===== src/rtl/hwbridge_pkg.sv =====
package hwbridge_pkg;

  typedef enum logic [1:0] {
    XFER_BYTE  = 2'd0,
    XFER_HALF  = 2'd1,
    XFER_WORD  = 2'd2,
    XFER_BLOCK = 2'd3
  } xfer_e;

  typedef enum logic {
    SEQ_IDLE = 1'b0,
    SEQ_RUN  = 1'b1
  } seq_e;

  // Byte enables of a single narrow local cycle (bit 1 = upper byte lane).
  function automatic logic [1:0] lane_mask(input xfer_e sz, input logic odd);
    if (sz == XFER_BYTE) return odd ? 2'b01 : 2'b10;
    return 2'b11;
  endfunction

  // Host halfword carrying a narrow access, selected by byte-address bit 1.
  function automatic logic [15:0] pick_half(input logic [31:0] w, input logic low);
    return low ? w[15:0] : w[31:16];
  endfunction

  // A transaction needs two local cycles for any read and for word writes.
  function automatic logic needs_pair(input xfer_e sz, input logic we);
    return (!we) || (sz == XFER_WORD);
  endfunction

endpackage


===== src/rtl/bridge_decoder.sv =====
module bridge_decoder
  import hwbridge_pkg::*;
#(
  parameter int ADDR_W = 24
) (
  input  logic [1:0]        size,
  input  logic              we,
  input  logic [ADDR_W-1:0] addr,
  input  logic [31:0]       wdata,
  output logic              is_block,
  output logic              pair,
  output logic [ADDR_W-2:0] base,
  output logic [1:0]        be,
  output logic [15:0]       half0,
  output logic [15:0]       half1
);
  localparam int LAW = ADDR_W - 1;

  xfer_e sz;

  always_comb begin
    sz       = xfer_e'(size);
    is_block = (sz == XFER_BLOCK);
    pair     = needs_pair(sz, we);
    if (pair) begin
      base  = {addr[ADDR_W-1:2], 1'b0};
      be    = 2'b11;
      half0 = wdata[31:16];
    end else begin
      base  = addr[ADDR_W-1:1];
      be    = lane_mask(sz, addr[0]);
      half0 = pick_half(wdata, addr[1]);
    end
    half1 = wdata[15:0];
  end

  logic [LAW-1:0] unused_ok;
  assign unused_ok = base;
endmodule


===== src/rtl/bridge_read_assembler.sv =====
module bridge_read_assembler (
  input  logic        clk,
  input  logic        rst_n,
  input  logic        cap,
  input  logic        second,
  input  logic [15:0] l_rdata,
  output logic [31:0] word
);
  logic [15:0] hi_q, lo_q;

  always_ff @(posedge clk or negedge rst_n) begin
    if (!rst_n) begin
      hi_q <= '0;
      lo_q <= '0;
    end else if (cap) begin
      if (second) lo_q <= l_rdata;
      else        hi_q <= l_rdata;
    end
  end

  assign word = {hi_q, lo_q};
endmodule


===== src/rtl/bridge_sequencer.sv =====
module bridge_sequencer
  import hwbridge_pkg::*;
#(
  parameter int ADDR_W = 24,
  parameter bit POSTED = 1'b1
) (
  input  logic              clk,
  input  logic              rst_n,
  input  logic              h_req,
  input  logic              h_we,
  input  logic              is_block,
  input  logic              pair,
  input  logic [ADDR_W-2:0] base,
  input  logic [1:0]        be,
  input  logic [15:0]       half0,
  input  logic [15:0]       half1,
  input  logic              l_rdy,
  output logic              l_req,
  output logic              l_we,
  output logic [ADDR_W-2:0] l_addr,
  output logic [1:0]        l_be,
  output logic [15:0]       l_wdata,
  output logic              h_ack,
  output logic              h_nak,
  output logic              evt_accept,
  output logic              evt_done,
  output logic              evt_last,
  output logic              op_we,
  output logic              cyc_idx
);
  localparam int LAW = ADDR_W - 1;

  seq_e           state_q;
  logic           pair_q, we_q, idx_q, ack_q, nak_q;
  logic [LAW-1:0] base_q;
  logic [1:0]     be_q;
  logic [15:0]    w0_q, w1_q;
  logic           free, evt_reject, ack_set;

  assign free       = (state_q == SEQ_IDLE) && h_req && !ack_q && !nak_q;
  assign evt_accept = free && !is_block;
  assign evt_reject = free && is_block;
  assign l_req      = (state_q == SEQ_RUN);
  assign evt_done   = l_req && l_rdy;
  assign evt_last   = evt_done && (idx_q == pair_q);

  generate
    if (POSTED) begin : g_posted
      assign ack_set = (evt_accept && h_we) || (evt_last && !we_q);
    end else begin : g_waited
      assign ack_set = evt_last;
    end
  endgenerate

  always_ff @(posedge clk or negedge rst_n) begin
    if (!rst_n) begin
      state_q <= SEQ_IDLE;
      pair_q  <= 1'b0;
      we_q    <= 1'b0;
      idx_q   <= 1'b0;
      base_q  <= '0;
      be_q    <= '0;
      w0_q    <= '0;
      w1_q    <= '0;
      ack_q   <= 1'b0;
      nak_q   <= 1'b0;
    end else begin
      ack_q <= ack_set;
      nak_q <= evt_reject;
      if (evt_accept) begin
        state_q <= SEQ_RUN;
        pair_q  <= pair;
        we_q    <= h_we;
        idx_q   <= 1'b0;
        base_q  <= base;
        be_q    <= be;
        w0_q    <= half0;
        w1_q    <= half1;
      end else if (evt_last) begin
        state_q <= SEQ_IDLE;
        idx_q   <= 1'b0;
      end else if (evt_done) begin
        idx_q <= 1'b1;
      end
    end
  end

  assign l_we    = we_q;
  assign l_addr  = base_q + {{(LAW-1){1'b0}}, idx_q};
  assign l_be    = be_q;
  assign l_wdata = idx_q ? w1_q : w0_q;
  assign h_ack   = ack_q;
  assign h_nak   = nak_q;
  assign op_we   = we_q;
  assign cyc_idx = idx_q;
endmodule


===== src/rtl/halfword_bridge.sv =====
module halfword_bridge
  import hwbridge_pkg::*;
#(
  parameter int ADDR_W = 24,
  parameter bit POSTED = 1'b1
) (
  input  logic              clk,
  input  logic              rst_n,
  input  logic              h_req,
  input  logic              h_we,
  input  logic [1:0]        h_size,
  input  logic [ADDR_W-1:0] h_addr,
  input  logic [31:0]       h_wdata,
  output logic              h_ack,
  output logic              h_nak,
  output logic [31:0]       h_rdata,
  output logic              l_req,
  output logic              l_we,
  output logic [ADDR_W-2:0] l_addr,
  output logic [1:0]        l_be,
  output logic [15:0]       l_wdata,
  input  logic [15:0]       l_rdata,
  input  logic              l_rdy
);
  localparam int LAW = ADDR_W - 1;

  logic           dec_block, dec_pair;
  logic [LAW-1:0] dec_base;
  logic [1:0]     dec_be;
  logic [15:0]    dec_h0, dec_h1;

  // Named internal events, observed by the bound checker.
  logic evt_accept, evt_done, evt_last, op_we, cyc_idx;

  bridge_decoder #(.ADDR_W(ADDR_W)) u_dec (
    .size     (h_size),
    .we       (h_we),
    .addr     (h_addr),
    .wdata    (h_wdata),
    .is_block (dec_block),
    .pair     (dec_pair),
    .base     (dec_base),
    .be       (dec_be),
    .half0    (dec_h0),
    .half1    (dec_h1)
  );

  bridge_sequencer #(.ADDR_W(ADDR_W), .POSTED(POSTED)) u_seq (
    .clk        (clk),
    .rst_n      (rst_n),
    .h_req      (h_req),
    .h_we       (h_we),
    .is_block   (dec_block),
    .pair       (dec_pair),
    .base       (dec_base),
    .be         (dec_be),
    .half0      (dec_h0),
    .half1      (dec_h1),
    .l_rdy      (l_rdy),
    .l_req      (l_req),
    .l_we       (l_we),
    .l_addr     (l_addr),
    .l_be       (l_be),
    .l_wdata    (l_wdata),
    .h_ack      (h_ack),
    .h_nak      (h_nak),
    .evt_accept (evt_accept),
    .evt_done   (evt_done),
    .evt_last   (evt_last),
    .op_we      (op_we),
    .cyc_idx    (cyc_idx)
  );

  bridge_read_assembler u_asm (
    .clk     (clk),
    .rst_n   (rst_n),
    .cap     (evt_done && !op_we),
    .second  (cyc_idx),
    .l_rdata (l_rdata),
    .word    (h_rdata)
  );
endmodule


===== config.mk =====
export PLATFORM = sky130hd
export DESIGN_NAME = halfword_bridge
export DESIGN_NICKNAME = d
export VERILOG_FILES = /design/src/rtl/hwbridge_pkg.sv /design/src/rtl/bridge_decoder.sv /design/src/rtl/bridge_read_assembler.sv /design/src/rtl/bridge_sequencer.sv /design/src/rtl/halfword_bridge.sv
export SDC_FILE = /design/constraint.sdc
export NUM_CORES = 1
export LEC_CHECK = 0
export BUFFER_PORTS_ARGS = -buffer_cell sky130_fd_sc_hd__buf_2
export CAP_MARGIN = 20
export CORE_MARGIN = 2
export CORE_UTILIZATION = 50
export DETAILED_ROUTE_END_ITERATION = 8
export PLACE_DENSITY = 0.8
export SLEW_MARGIN = 20
export SYNTH_ARGS = -nofsm -noshare
export SYNTH_HDL_FRONTEND = slang
export SYNTH_SLANG_ARGS = --single-unit

===== constraint.sdc =====
create_clock -name clk -period 2.2 [get_ports clk]
set_input_delay 0.11 -clock clk [delete_from_list [all_inputs] [get_ports clk]]
set_output_delay 0.11 -clock clk [all_outputs]
set_load 0.02 [all_outputs]

# Yosys cells after proc, flatten, opt, wreduce, memory -nomap -nowiden
# Cells that the tools add are included.
# totals
word_cells,55
reg_bits,95
out_inout_bits,77
# classes
n_mux,15
n_eq_ne,3
reduce_logical,22
addsub,1
bitwise_logic,2
# op_table
operator,n
16-bit 2-to-1 mux,3
23-bit by 1-bit adder with 23-bit output,1
1-bit logical AND,10
1-bit 2-to-1 mux,8
2-bit 2-to-1 mux,4
1-bit logical NOT,5
2-bit equality test (second input constant),2
2-bit AND reduction,2
3-bit nonzero test,1
2-bit logical NOT,1
1-bit logical OR,2
1-bit inverter,2
2-bit nonzero test,1
1-bit equality test,1

# Longest topological paths before layout
# depth
ltp_word,7
ltp_mapped,6
ltp_nobuf,6

# Modules after synthesis
# Synthesis repeated with hierarchy kept, for this count alone.
# hier_totals
cells_unflattened,357
hier_area_um2,4839.6
# modules_own_cells
module,cells_each,area_per_inst_um2,seq_area_each_um2,instances
bridge_sequencer,224,3002.9,1576.5,1
bridge_read_assembler,69,1252.5,800.8,1
bridge_decoder,63,570.5,0.0,1
halfword_bridge,1,13.8,0.0,1

# Worst setup path after synthesis
# No wires, ideal clock.
# synth_timing
path_kind,register -> output
startpoint,reg u_seq.base_q[3]
endpoint,out l_addr[22]
path_slack_ns,0.221
t_required_ns,2.090
stages_incl_launch_ff,6
t_arrival_ns,1.869
cell_sequence,dfrtp_1 nand4_2 or4_4 buf_6 nor4_4 xor2_1
# synth_between
elab_chain_cells,1
# synth_rtl
element,line_no,source
start: declaration,bridge_sequencer.sv:35,logic [LAW-1:0] base_q;
start signal: assignment,bridge_sequencer.sv:75,base_q <= base;
23-bit by 1-bit adder with 23-bit output,bridge_sequencer.sv:89,"assign l_addr = base_q + {{(LAW-1){1'b0}}, idx_q};"
end: declaration,halfword_bridge.sv:19,"output logic [ADDR_W-2:0] l_addr,"
# Every way passes these cells.

# Worst setup path in the final report
# layout_timing
startpoint,reg u_seq.base_q[8]
endpoint,out l_addr[17]
# Same word-level chain as after synthesis.

==> impl_results.md <==
* Commonest non-fill, non-tap cell in the layout: buf_2
* Main combinational cell family by area after synthesis: simple AND/OR/NAND/NOR gates
* Failing checks: negative setup slack
* Rows at 33
* Max rail drop VDD at 0.706 mV
* CTS root buffer: clkbuf_8
* Largest net degree at the start of global routing at 53
* Core area at 0.00830 mm2
* Switching part of the total power at 43.8%
* Num ports at 156
* Unrepaired setup endpoints after global routing: yes
* Minimum clock period at 2.22 ns
* Slowest stage delay, CP at 0.62 ns
* # port buffers at 155
* Sum of negative setup slack at -0.0231 ns
* DR WL/cell at 16.3 um
* Filler cell count in the final layout at 538
* Worst-Skew Late Latency at 0.36 ns
* Critical-path maximum fanout at 5
* Global-route wire length before repair at 19400 um
* Seq/Total Area, Yosys at 54.8%
* CTS Sinks at 95
* Vias in the first global route at 3926
* Layout cells sized above 1 at 39.7%
* Top_reg_cell synth: dfrtp_1
* Antenna violations before repair at 0
* Area Growth Syn to Fin at 42.0%
* DP HPWL at 7500 um
* Library cells used by synthesis at 31
* Synth Area in Adders at 0.577%
* CTS buffer count at 9
* Ant diodes at 0
* Pwr per Cell Area at 1340 mW/mm2
* Drc violations at 0
* Yosys reg bits at 95
* Mux share of post-synthesis cell area at 16.2%
* Sw Pwr at 0.00361 W
* Sequential power share at 38.2%
* Drt total wl at 12100 um
* Setup Viol. Count Final at 2
* Vias after detailed routing at 3839
* Final core utilization at 74.2%
* Height of the die at 97.1 um
* Critical Path AT at 2.11 ns
* CP bufs+invs at 1
* Outcome: finished with violations
* Warnings from Yosys at 0
* Crit path cell chain: nand4_1 -> or4_4 -> nor3_2 -> xor2_1 -> buf_4
* DR pass1 iterations at 4
* Total Die Area at 0.00944 mm2
* Most frequent cells in the layout: 148 x buf_2, 137 x nand2_1, 93 x dfrtp_1
* Worst path slowest cell: or4_4
* Clock power frac at 13.6%
* Top achievable clock speed at 0.451 GHz
* RePlAce Congestion at 0.961
* CTS H-tree lvls at 3
* Die W at 97.1 um
* EDFF count, synth at 0
* Finished Layout Cells at 744
* Tightest Pin Transition at 0.599 ns
* Slew headroom at 60.1%
* Critical path data required time at 2.09 ns
* Hold slack at 0.0279 ns
* Final Max Tran Viols at 0
* Tcrit/Tclk final at 101%
* Synthesized netlist cell count at 412
* CTS clk-pin slew, worst paths at 0.10 ns
* Placed cells at 663
* Comb pwr share at 48.2%
* LEAKAGE at 3.19 nW
* Starting Density at 52.3%
* MaxCap Viol Count at 0
* Startpoint Class: flip-flop
* Top Family by Delay on Critical Path: simple AND/OR/NAND/NOR gates
* Fin worst setup slack at -0.0168 ns
* Worst setup EP type: primary output
* Min-delay worst type: primary input to flip-flop
* Kind of critical path: flip-flop to primary output
* Post-DRT Antenna Nets at 0
* Mapped Avg Cell Area at 10.5 um2
* DR iter-0 viols at 168
* Mapped cell area at 0.00434 mm2
* Compound-Gate Fraction of Synth Area at 3.43%
* Worst Skew at 0.0129 ns
* Max clock buf depth at 2
* Final Hold Viols at 0
* XOR/XNOR Fraction of Synth Area at 4.64%
* Nets at 715
* DR vias/cell at 5.16
* Net count after synthesis at 493
* Overall global routing resource usage at 25.5%
* TritonCTS clock tree: yes
* Synth async-reset ratio at 100%
* Gr ovfl total at 0
* Internal Pwr Total at 0.00464 W
* Post-synthesis simple-gate area fraction at 18.1%
## final cells by class
cell class                 count  area, um2  area share, %
clock buffer                   9        124           2.01
clock inverter                 7       71.3           1.16
inverter                       5       18.8          0.305
multi-input combinational    295       1940           31.5
sequential                    95       2380           38.6
tap                          105        131           2.13
timing repair buffer         228       1490           24.3
## synth_stat cells, drive strengths merged, types with 3 or more instances
cell / count / area share [%]
nand2: 138 / 12
dfrtp: 95 / 55
mux2: 48 / 12
o21ai: 22 / 2.5
mux2i: 16 / 3.7
xor2: 12 / 2.4
clkbuf: 11 / 0.95
nand3: 11 / 1.3
xnor2: 11 / 2.2
nor2: 10 / 0.87
buf: 7 / 0.95
inv: 5 / 0.43
nor3: 5 / 0.58
nand4: 4 / 0.72
nor4: 3 / 1.3
## per-layer routing
metal	vias up	routed length [um]	track usage, %
met5	-	0	0
met4	0	160	5.63
met3	18	794	5.54
met2	155	6400	45.6
met1	1848	4780	31.7
li1	1818	-	-
## worst min-delay path, stage by stage
cell and delay [ns]:
buf_2 0.12, nand2_1 0.07, nand2_1 0.06
## state kept, by name, summed over array words and instances, names as in the netlist
| name | count |
|---|---|
| u_seq.l_be | 2 |
| u_seq.w0_q | 16 |
| u_asm.hi_q | 16 |
| u_seq.h_ack | 1 |
| u_asm.lo_q | 16 |
| u_seq.cyc_idx | 1 |
| u_seq.l_we | 1 |
| u_seq.l_req | 1 |
| u_seq.w1_q | 16 |
| u_seq.h_nak | 1 |
| u_seq.base_q | 23 |
| u_seq.pair_q | 1 |
## kinds of logic (layout without fill, tap and decap cells)
group / after synthesis / after routing
AO/OA/AOI/OAI: 27 / 27
XOR/XNOR: 23 / 23
adder cells (fa/ha/maj): 2 / 2
buffers and inverters: 23 / 249
flip-flops: 95 / 95
multiplexers: 64 / 64
AND/OR/NAND/NOR: 178 / 179
## power by group through the flow
stage | Sequential, W | Clock [W] | Combinational, W
global route | 0.00325 | 0.00123 | 0.00429
global placement | 0.00311 | 0 | 0.00359
floorplan | 0.00347 | 0 | 0.00206
detailed placement | 0.00316 | 0 | 0.00368
finish | 0.00315 | 0.00112 | 0.00397
CTS | 0.00311 | 0.00115 | 0.00384
## path summary, 6_finish.rpt
path | slack (ns) | to | startpoint | cells after the start
setup / recovery | -0.02 | l_addr[17] | u_seq.base_q[8]$_DFFE_PN0P_ | 5
hold / removal | 0.03 | u_seq.l_we$_DFFE_PN0P_ | h_we | 3
setup reg to reg | 0.39 | u_seq.l_be[1]$_DFFE_PN0P_ | u_seq.l_req$_DFFE_PN0P_ | 5
hold reg to reg | 0.48 | u_seq.w1_q[3]$_DFFE_PN0P_ | u_seq.w1_q[3]$_DFFE_PN0P_ | 2
max in group asynchronous | 1.21 | u_seq.w0_q[3]$_DFFE_PN0P_ | rst_n | 3
min in group asynchronous | 0.30 | u_seq.base_q[10]$_DFFE_PN0P_ | rst_n | 2
## stage by stage
step / setup slack [ns] / total power (W) / cell area (um2)
final: -0.0168 / 0.00825 / 6160
after floorplan: 0.221 / 0.00553 / 4340
after CTS: -0.0643 / 0.00810 / 6050
after detailed placement: 0.221 / 0.00684 / 5260
after global placement: 0.271 / 0.00669 / 5260
after global routing: -0.101 / 0.00876 / 6160
## repair_timing
| action | in CTS | in global routing |
|---|---|---|
| setup buffers | 3 | 5 |
| gates cloned | 0 | 1 |
| gates resized for setup | 5 | 15 |
| endpoints found under the hold margin | 111 | 0 |
| pin swaps | 3 | 7 |
| setup endpoints to repair | 11 | 12 |
| hold buffers | 56 | 0 |
Note: power is estimated with default switching activity, not from simulation.
